<file path="src/rtl/gpio_bank_pkg.sv">
package gpio_bank_pkg;

    localparam int WORD_W   = 32;
    localparam int KIND_LSB = 2;
    localparam int SLOT_LSB = 4;
    localparam int SLOT_W   = 5;
    localparam int PORT_LSB = SLOT_LSB + SLOT_W;

    typedef enum logic [1:0] {
        ACC_DIRECT = 2'd0,
        ACC_SET    = 2'd1,
        ACC_CLEAR  = 2'd2,
        ACC_TOGGLE = 2'd3
    } acc_kind_t;

    function automatic logic [WORD_W-1:0] apply_access(
        input acc_kind_t          kind,
        input logic [WORD_W-1:0]  cur,
        input logic [WORD_W-1:0]  data
    );
        logic [WORD_W-1:0] nxt;
        unique case (kind)
            ACC_DIRECT: nxt = data;
            ACC_SET:    nxt = cur | data;
            ACC_CLEAR:  nxt = cur & ~data;
            ACC_TOGGLE: nxt = cur ^ data;
            default:    nxt = cur;
        endcase
        return nxt;
    endfunction

endpackage

</file>
<file path="src/rtl/gpio_addr_decode.sv">
module gpio_addr_decode
    import gpio_bank_pkg::*;
#(
    parameter int ADDR_W    = 16,
    parameter int NUM_PORTS = 4,
    parameter int REG_COUNT = 4,
    localparam int PORT_W   = (NUM_PORTS > 1) ? $clog2(NUM_PORTS) : 1,
    localparam int PF_W     = ADDR_W - PORT_LSB
) (
    input  logic [ADDR_W-1:0] addr,
    output logic [PORT_W-1:0] port_idx,
    output logic [SLOT_W-1:0] slot_idx,
    output acc_kind_t         kind,
    output logic              hit
);

    logic [PF_W-1:0] port_field;
    logic            unused_low;

    assign unused_low = ^addr[KIND_LSB-1:0];
    assign port_field = addr[ADDR_W-1:PORT_LSB];
    assign slot_idx   = addr[PORT_LSB-1:SLOT_LSB];
    assign kind       = acc_kind_t'(addr[SLOT_LSB-1:KIND_LSB]);
    assign port_idx   = port_field[PORT_W-1:0];

    always_comb begin
        hit = (int'(port_field) < NUM_PORTS) && (int'(slot_idx) < REG_COUNT);
    end

endmodule

</file>
<file path="src/rtl/gpio_port_regs.sv">
module gpio_port_regs
    import gpio_bank_pkg::*;
#(
    parameter int REG_COUNT = 4,
    localparam int FLAT_W   = REG_COUNT * WORD_W
) (
    input  logic              clk,
    input  logic              rst,
    input  logic              wr_en,
    input  logic [SLOT_W-1:0] slot_idx,
    input  acc_kind_t         kind,
    input  logic [WORD_W-1:0] wdata,
    output logic [FLAT_W-1:0] regs_flat
);

    for (genvar r = 0; r < REG_COUNT; r++) begin : g_reg
        logic [WORD_W-1:0] q;
        always_ff @(posedge clk) begin
            if (rst) begin
                q <= '0;
            end else if (wr_en && (slot_idx == SLOT_W'(r))) begin
                q <= apply_access(kind, q, wdata);
            end
        end
        assign regs_flat[r*WORD_W +: WORD_W] = q;
    end

endmodule

</file>
<file path="src/rtl/gpio_read_path.sv">
module gpio_read_path
    import gpio_bank_pkg::*;
#(
    parameter int NUM_PORTS = 4,
    parameter int REG_COUNT = 4,
    localparam int PORT_W   = (NUM_PORTS > 1) ? $clog2(NUM_PORTS) : 1,
    localparam int TOTAL_W  = NUM_PORTS * REG_COUNT * WORD_W
) (
    input  logic               clk,
    input  logic               rst,
    input  logic               rd_en,
    input  logic               hit,
    input  logic [PORT_W-1:0]  port_idx,
    input  logic [SLOT_W-1:0]  slot_idx,
    input  logic [TOTAL_W-1:0] all_regs,
    output logic [WORD_W-1:0]  rdata
);

    logic [WORD_W-1:0] sel_word;

    always_comb begin
        sel_word = '0;
        for (int p = 0; p < NUM_PORTS; p++) begin
            for (int r = 0; r < REG_COUNT; r++) begin
                if (hit && (int'(port_idx) == p) && (int'(slot_idx) == r)) begin
                    sel_word = all_regs[(p*REG_COUNT + r)*WORD_W +: WORD_W];
                end
            end
        end
    end

    always_ff @(posedge clk) begin
        if (rst) begin
            rdata <= '0;
        end else if (rd_en) begin
            rdata <= sel_word;
        end
    end

endmodule

</file>
<file path="src/rtl/gpio_bank.sv">
module gpio_bank
    import gpio_bank_pkg::*;
#(
    parameter int ADDR_W    = 16,
    parameter int NUM_PORTS = 4,
    parameter int REG_COUNT = 4,
    localparam int PORT_W   = (NUM_PORTS > 1) ? $clog2(NUM_PORTS) : 1,
    localparam int GROUP_W  = REG_COUNT * WORD_W,
    localparam int TOTAL_W  = NUM_PORTS * GROUP_W
) (
    input  logic               clk,
    input  logic               rst,
    input  logic               bus_sel,
    input  logic               bus_wr,
    input  logic [ADDR_W-1:0]  bus_addr,
    input  logic [WORD_W-1:0]  bus_wdata,
    output logic [WORD_W-1:0]  bus_rdata,
    output logic [TOTAL_W-1:0] cfg_out
);

    logic [PORT_W-1:0] port_idx;
    logic [SLOT_W-1:0] slot_idx;
    acc_kind_t         kind;
    logic              hit;
    logic              wr_any;
    logic              rd_any;

    assign wr_any = bus_sel && bus_wr && hit;
    assign rd_any = bus_sel && !bus_wr;

    gpio_addr_decode #(
        .ADDR_W    (ADDR_W),
        .NUM_PORTS (NUM_PORTS),
        .REG_COUNT (REG_COUNT)
    ) u_dec (
        .addr     (bus_addr),
        .port_idx (port_idx),
        .slot_idx (slot_idx),
        .kind     (kind),
        .hit      (hit)
    );

    for (genvar p = 0; p < NUM_PORTS; p++) begin : g_port
        logic port_wr;
        assign port_wr = wr_any && (port_idx == PORT_W'(p));
        gpio_port_regs #(
            .REG_COUNT (REG_COUNT)
        ) u_regs (
            .clk       (clk),
            .rst       (rst),
            .wr_en     (port_wr),
            .slot_idx  (slot_idx),
            .kind      (kind),
            .wdata     (bus_wdata),
            .regs_flat (cfg_out[p*GROUP_W +: GROUP_W])
        );
    end

    gpio_read_path #(
        .NUM_PORTS (NUM_PORTS),
        .REG_COUNT (REG_COUNT)
    ) u_rd (
        .clk      (clk),
        .rst      (rst),
        .rd_en    (rd_any),
        .hit      (hit),
        .port_idx (port_idx),
        .slot_idx (slot_idx),
        .all_regs (cfg_out),
        .rdata    (bus_rdata)
    );

endmodule

</file>
<file path="config.mk">
export PLATFORM = sky130hd
export DESIGN_NAME = gpio_bank
export DESIGN_NICKNAME = d
export VERILOG_FILES = /design/src/rtl/gpio_bank_pkg.sv /design/src/rtl/gpio_addr_decode.sv /design/src/rtl/gpio_port_regs.sv /design/src/rtl/gpio_read_path.sv /design/src/rtl/gpio_bank.sv
export SDC_FILE = /design/constraint.sdc
export NUM_CORES = 2
export LEC_CHECK = 0
export ABC_AREA = 1
export BUFFER_PORTS_ARGS = -buffer_cell sky130_fd_sc_hd__buf_4
export CAP_MARGIN = 20
export CORE_UTILIZATION = 32
export CTS_CLUSTER_SIZE = 25
export DETAILED_ROUTE_END_ITERATION = 10
export MAX_ROUTING_LAYER = met4
export SETUP_SLACK_MARGIN = 0.2
export SLEW_MARGIN = 30
export SYNTH_ARGS = -nofsm -noshare
export SYNTH_HDL_FRONTEND = slang
export SYNTH_HIERARCHICAL = 1
export SYNTH_SLANG_ARGS = --single-unit
</file>
<file path="constraint.sdc">
create_clock -name clk -period 4.8 [get_ports clk]
set_input_delay 0.24 -clock clk [delete_from_list [all_inputs] [get_ports clk]]
set_output_delay 0.24 -clock clk [all_outputs]
set_load 0.02 [all_outputs]
</file>
======== Word level (Yosys, flattened, before mapping) ========
Index checks and enable logic that the tools add are counted.
word-level totals
  input port bits ......................... 52
  bits in registers ....................... 544
operators by class
  equality and inequality tests ........... 15
  mux-type cells .......................... 32
  reduce and logical (&&, ||, !) cells .... 50
  order comparisons ....................... 2
  bitwise operators ....................... 49
operators with widths
  kind                  number
  $pmux W32 S4          16
  $and A32 B32 Y32      16
  $mux W32              16
  $or A32 B32 Y32       16
  $xor A32 B32 Y32      16
  $logic_and A1 B1 Y1   44
  $not A32 Y32          1
  $eq A5 B2 Y1 const B  3
  $eq A2 B2 Y1 const B  6
  $eq A5 B3 Y1 const B  2
  $logic_not A5 Y1      2
  $lt A7 B3 Y1 const B  1
  $eq A2 B1 Y1 const B  3
  $logic_not A2 Y1      3
  $eq A5 B1 Y1 const B  1
  $lt A5 B3 Y1 const B  1
  $logic_not A1 Y1      1

======== Depth between registers and ports, before layout ========
  depth after elaboration ................. 20
  gate-level depth with buffers ........... 19
  depth with buffers taken out ............ 17

======== By module ========
Netlist, hierarchy kept.
by module, submodules not included
  module            area an instance (µm²)  cells each  sequential area each (µm²)  times used
  gpio_port_regs    12286.8                 1987        2562.5                      4
  gpio_read_path    5511.5                  1129        640.6                       1
  gpio_addr_decode  93.8                    16          0.0                         1
  gpio_bank         55.1                    13          0.0                         1

======== Least setup slack after synthesis ========
OpenSTA, ideal clock, no wires.
  path kind ............................... input port to flip-flop
  start point ............................. input port bus_addr[12]
  end point ............................... register u_rd.rdata[18]
  data required time ...................... 4730 ps
  arrival ................................. 1809 ps
  path buffers ............................ 2
  library setup time ...................... 70 ps
  cell stages on the path ................. 19
  setup slack ............................. 2922 ps
  cells stage by stage .................... nor2_1 > nand2_1 > nor2_1 > inv_2 > nor3_2 > buf_4 > buf_4 > nand3_1 > nand2_1 > nor2_1 > nand4_1 > nand2_1 > nand4_1 > nand2_1 > nand3_1 > nand2_1 > nand2_1 > nand2_1 > a21oi_1
on the way
  cells in the longest elaborated chain, start to end .. 20
  elaborated cells on any way between the ends .. 38
  classes of those cells .................. 1 x order compare; 16 x mux; 21 x reduce/logical
ends and longest elaborated chain
  what                               RTL line                text
  start: declaration                 gpio_bank.sv:15         input logic [ADDR_W-1:0] bus_addr,
  $lt A7 B3 Y1 (*)                   gpio_addr_decode.sv:27  hit = (int'(port_field) < NUM_PORTS) && (int'(slot_idx) < REG_COUNT);
  $logic_and A1 B1 Y1 (*)            gpio_addr_decode.sv:27
  net hit                            gpio_bank.sv:24         logic hit;
  $logic_and A1 B1 Y1 (2 in series)  gpio_read_path.sv:25    if (hit && (int'(port_idx) == p) && (int'(slot_idx) == r)) begin
  $mux W32 (15 in series)            gpio_read_path.sv:25
  $mux W32 (*)                       gpio_read_path.sv:25
  end signal: assignment             gpio_read_path.sv:36    rdata <= sel_word;
  end: declaration                   gpio_read_path.sv:16    output logic [WORD_W-1:0] rdata
The timed path passes the listed nets; every way through them passes the cells marked *.
A chain may end at the register's enable or synchronous reset.

======== Worst setup path in the final report ========
  start point ............................. input port bus_addr[7]
  end point ............................... register u_rd.rdata[26]
on the way
  cells in the longest elaborated chain, start to end .. 20
  elaborated cells on any way between the ends .. 42
  classes of those cells .................. 1 x order compare; 3 x eq/ne; 16 x mux; 22 x reduce/logical
ends and longest elaborated chain
  what                               RTL line
  $lt A5 B3 Y1 (*)                   gpio_addr_decode.sv:27
  $logic_and A1 B1 Y1 (*)            gpio_addr_decode.sv:27
  net hit                            gpio_bank.sv:24
  $logic_and A1 B1 Y1 (2 in series)  gpio_read_path.sv:25
  $mux W32 (15 in series)            gpio_read_path.sv:25
  $mux W32 (*)                       gpio_read_path.sv:25
Marked as above.

==> results.txt <==
DR WL/cell -> 22.6 um
CP cell instances -> buf_4 > nor2_1 > nand2_1 > nor2_1 > inv_2 > nor3_4 > nand2_4 > nor2_1 > nor2_1 > nand4_1 > nor2_1 > nand4_1 > nor2_1 > nand4_1 > nand2_1 > a21oi_1
Final Max Slew Viols -> 0
Final Setup Violations -> 0
FF-to-FF setup slack -> 1690 ps
CP endpoint kind -> flop
CP Class -> in -> reg
Skew-Pair Late Insertion Delay -> 700 ps
pin count of the biggest net entering global routing -> 135
status -> complete, no violations
clock buffer depth -> 3
reg2reg end -> u_rd/rdata[26]
H-tree depth -> 3
antenna violations before repair -> 24
I/O pin count -> 596
vias post-DR -> 60,500
most frequent CP cell -> nor2_1
drc violations -> 0
commonest cells after routing, fill and taps aside -> nand2_1 (2,808), nand3_1 (1,418), inv_1 (1,303)
hpwl dp -> 174,000 um
reg2reg path depth -> 10
VDD IR-drop max -> 0.252 mV
busiest grt layer -> met2
die span in x -> 416 um
met1 Track Usage GR -> 33.6%
CP Launch Type -> input port
post-layout util -> 37.4%
Layout Skew -> 26.0 ps
fillers -> 18,100
Via-to-Cell Ratio -> 5.19
final setup TNS -> 0 ps
final wirelength -> 263,000 um
Crit path largest cell delay -> 690 ps
Root Driver -> clkbuf_16
row cnt -> 151
Initial Utilization -> 32.3%
MaxCap Viol Count -> 0
GPL Wtd Cong -> 0.886
gr usage total -> 30.1%
slowest CP cell -> nor2_1
IO Port Bufs -> 593
First DRT Iteration DRCs -> 6,255
leakage power -> 34.5 nW
crit path max fanout -> 27
Clock Sinks -> 544
Worst-path clk slew -> 60 ps
net count after synthesis -> 10,200
Setup WS post-layout -> 1320 ps
Post-Syn Area -> 54,800 um2
worst slack at placement -> 749 ps
RSZ-0062 raised after global routing -> no
Yosys cell types -> 29
Num CTS Buffers -> 77
slew margin rel. -> 29.8%
post-synthesis area per instance -> 6.02 um2
Slew @ Worst Pin -> 1050 ps
Syn Inst Count -> 9,106
critical path arrival -> 4030 ps
Critical Path RT -> 5350 ps
Setup Fix Bufs, Post-CTS -> 0
# hold bufs at CTS -> 0
pwr dens -> 196 nW/um2
min-delay worst type -> in -> reg
CTS tree -> done
post-cts resize count -> 0
GR Layer Usage met3 -> 4.67%
worst r2r src -> g_port[0].u_regs/g_reg[2].q[26]
DRT Pass-1 Iters -> 9
fmax -> 288 MHz
hold_sp -> rst
sequential cell area fraction in the yosys report -> 19.9%
hold path depth -> 2
minimum clock period -> 3480 ps
Final Hold Vio Count -> 0
Core Area -> 170,000 um2
Ys Warns -> 6
grt met2 use -> 45.6%
Die Y -> 416 um
GRT overflow -> 0
number of synthesized register bits -> 544
vias in the first global route -> 56,700
first-pass GRT wire length -> 378,000 um
Layout area overhead -> 15.9%
sink of the worst hold path -> u_rd/rdata[27]
commonest non-fill, non-tap cell in the layout -> nand2_1
die area -> 173,000 um2
antenna-violating nets left -> 0
final period utilization -> 72.4%
layout cells sized above 1 -> 9.56%
Final nets -> 10,400
-- synth_stat cells --
master,n,area [um2]
a21oi_1,70,350
and3_1,2,12.5
buf_1,22,82.6
buf_2,286,1430
buf_4,23,173
buf_6,1,11.3
clkbuf_1,158,593
clkinv_1,1,3.75
dfxtp_1,544,10900
ha_1,1024,12800
inv_1,1316,4940
inv_2,20,75.1
inv_4,1,6.26
nand2_1,2822,10600
nand2_2,3,18.8
nand2_4,2,22.5
nand3_1,1418,7100
nand3_2,2,20.0
nand4_1,84,526
nor2_1,1237,4640
nor2_2,3,18.8
nor2_4,15,169
nor2_8,2,40.0
nor3_1,1,5.00
nor3_2,2,20.0
o21ai_0,32,160
o22ai_1,1,6.26
or2_0,6,37.5
or2_2,8,50.1
-- worst max path at each step --
stage / from / end / depth (start not counted)
after floorplan: bus_addr[12] / u_rd/rdata[18] / 19
after global placement: bus_addr[7] / u_rd/rdata[26] / 16
after detailed placement: bus_addr[7] / u_rd/rdata[26] / 16
after CTS: bus_addr[7] / u_rd/rdata[26] / 16
after global routing: bus_addr[7] / u_rd/rdata[1] / 18
final: bus_addr[7] / u_rd/rdata[26] / 16
-- layout make-up --
cell class	instances	area, um2	area share, %
flip-flops and latches	544	10900	17.1
inverters	1338	5060	7.96
multi-input cells	6734	36900	58.0
repair buffers	676	5270	8.29
clock buffers	124	2430	3.82
clock inverters	13	223	0.351
well taps	2218	2780	4.37
diodes	6	15.0	0.0236
-- per-layer routing --
metal / routed length (um) / vias up
met4: 30100 / 0
li1: - / 28500
met3: 21500 / 777
met5: 0 / -
met1: 96700 / 28200
met2: 115000 / 3028
-- registers in the layout (all words and copies together), names as in the netlist --
signal             count
u_rd/rdata            32
g_port.u_regs/g.q    512
-- logic make-up after synthesis --
| group | count (synthesis) | share of synthesized area (%) |
|---|---|---|
| AOI/OAI and AO/OA | 103 | 0.943 |
| DFF | 544 | 19.9 |
| adders and majority gates | 1024 | 23.4 |
| buffers and inverters | 1828 | 13.3 |
| and+or+nand+nor | 5607 | 42.5 |
-- critical path: cells and delay by family --
family	cells	cell delay (ps)
simple gates	13	3320
buf+inv	2	370
compound gates	1	60
-- stage by stage --
step	hold WS (ps)	power [mW]	area, um2	cells
finish	96.0	12.5	63500	11700
global placement	456	6.18	60700	11500
global route	77.2	12.9	63500	11700
floorplan	309	5.68	54800	9106
CTS	61.2	12.5	63500	11600
detailed placement	459	6.25	60800	11500
-- power breakdown --
| part | leakage (nW) | switching [mW] | total [mW] | internal (mW) |
|---|---|---|---|---|
| sequential | 4.38 | 0.000114 | 4.51 | 4.51 |
| clock | 1.31 | 2.53 | 6.29 | 3.76 |
| combinational | 28.8 | 1.27 | 1.67 | 0.395 |
| total | 34.5 | 3.80 | 12.5 | 8.67 |
Power figures use the tool's default switching activity.
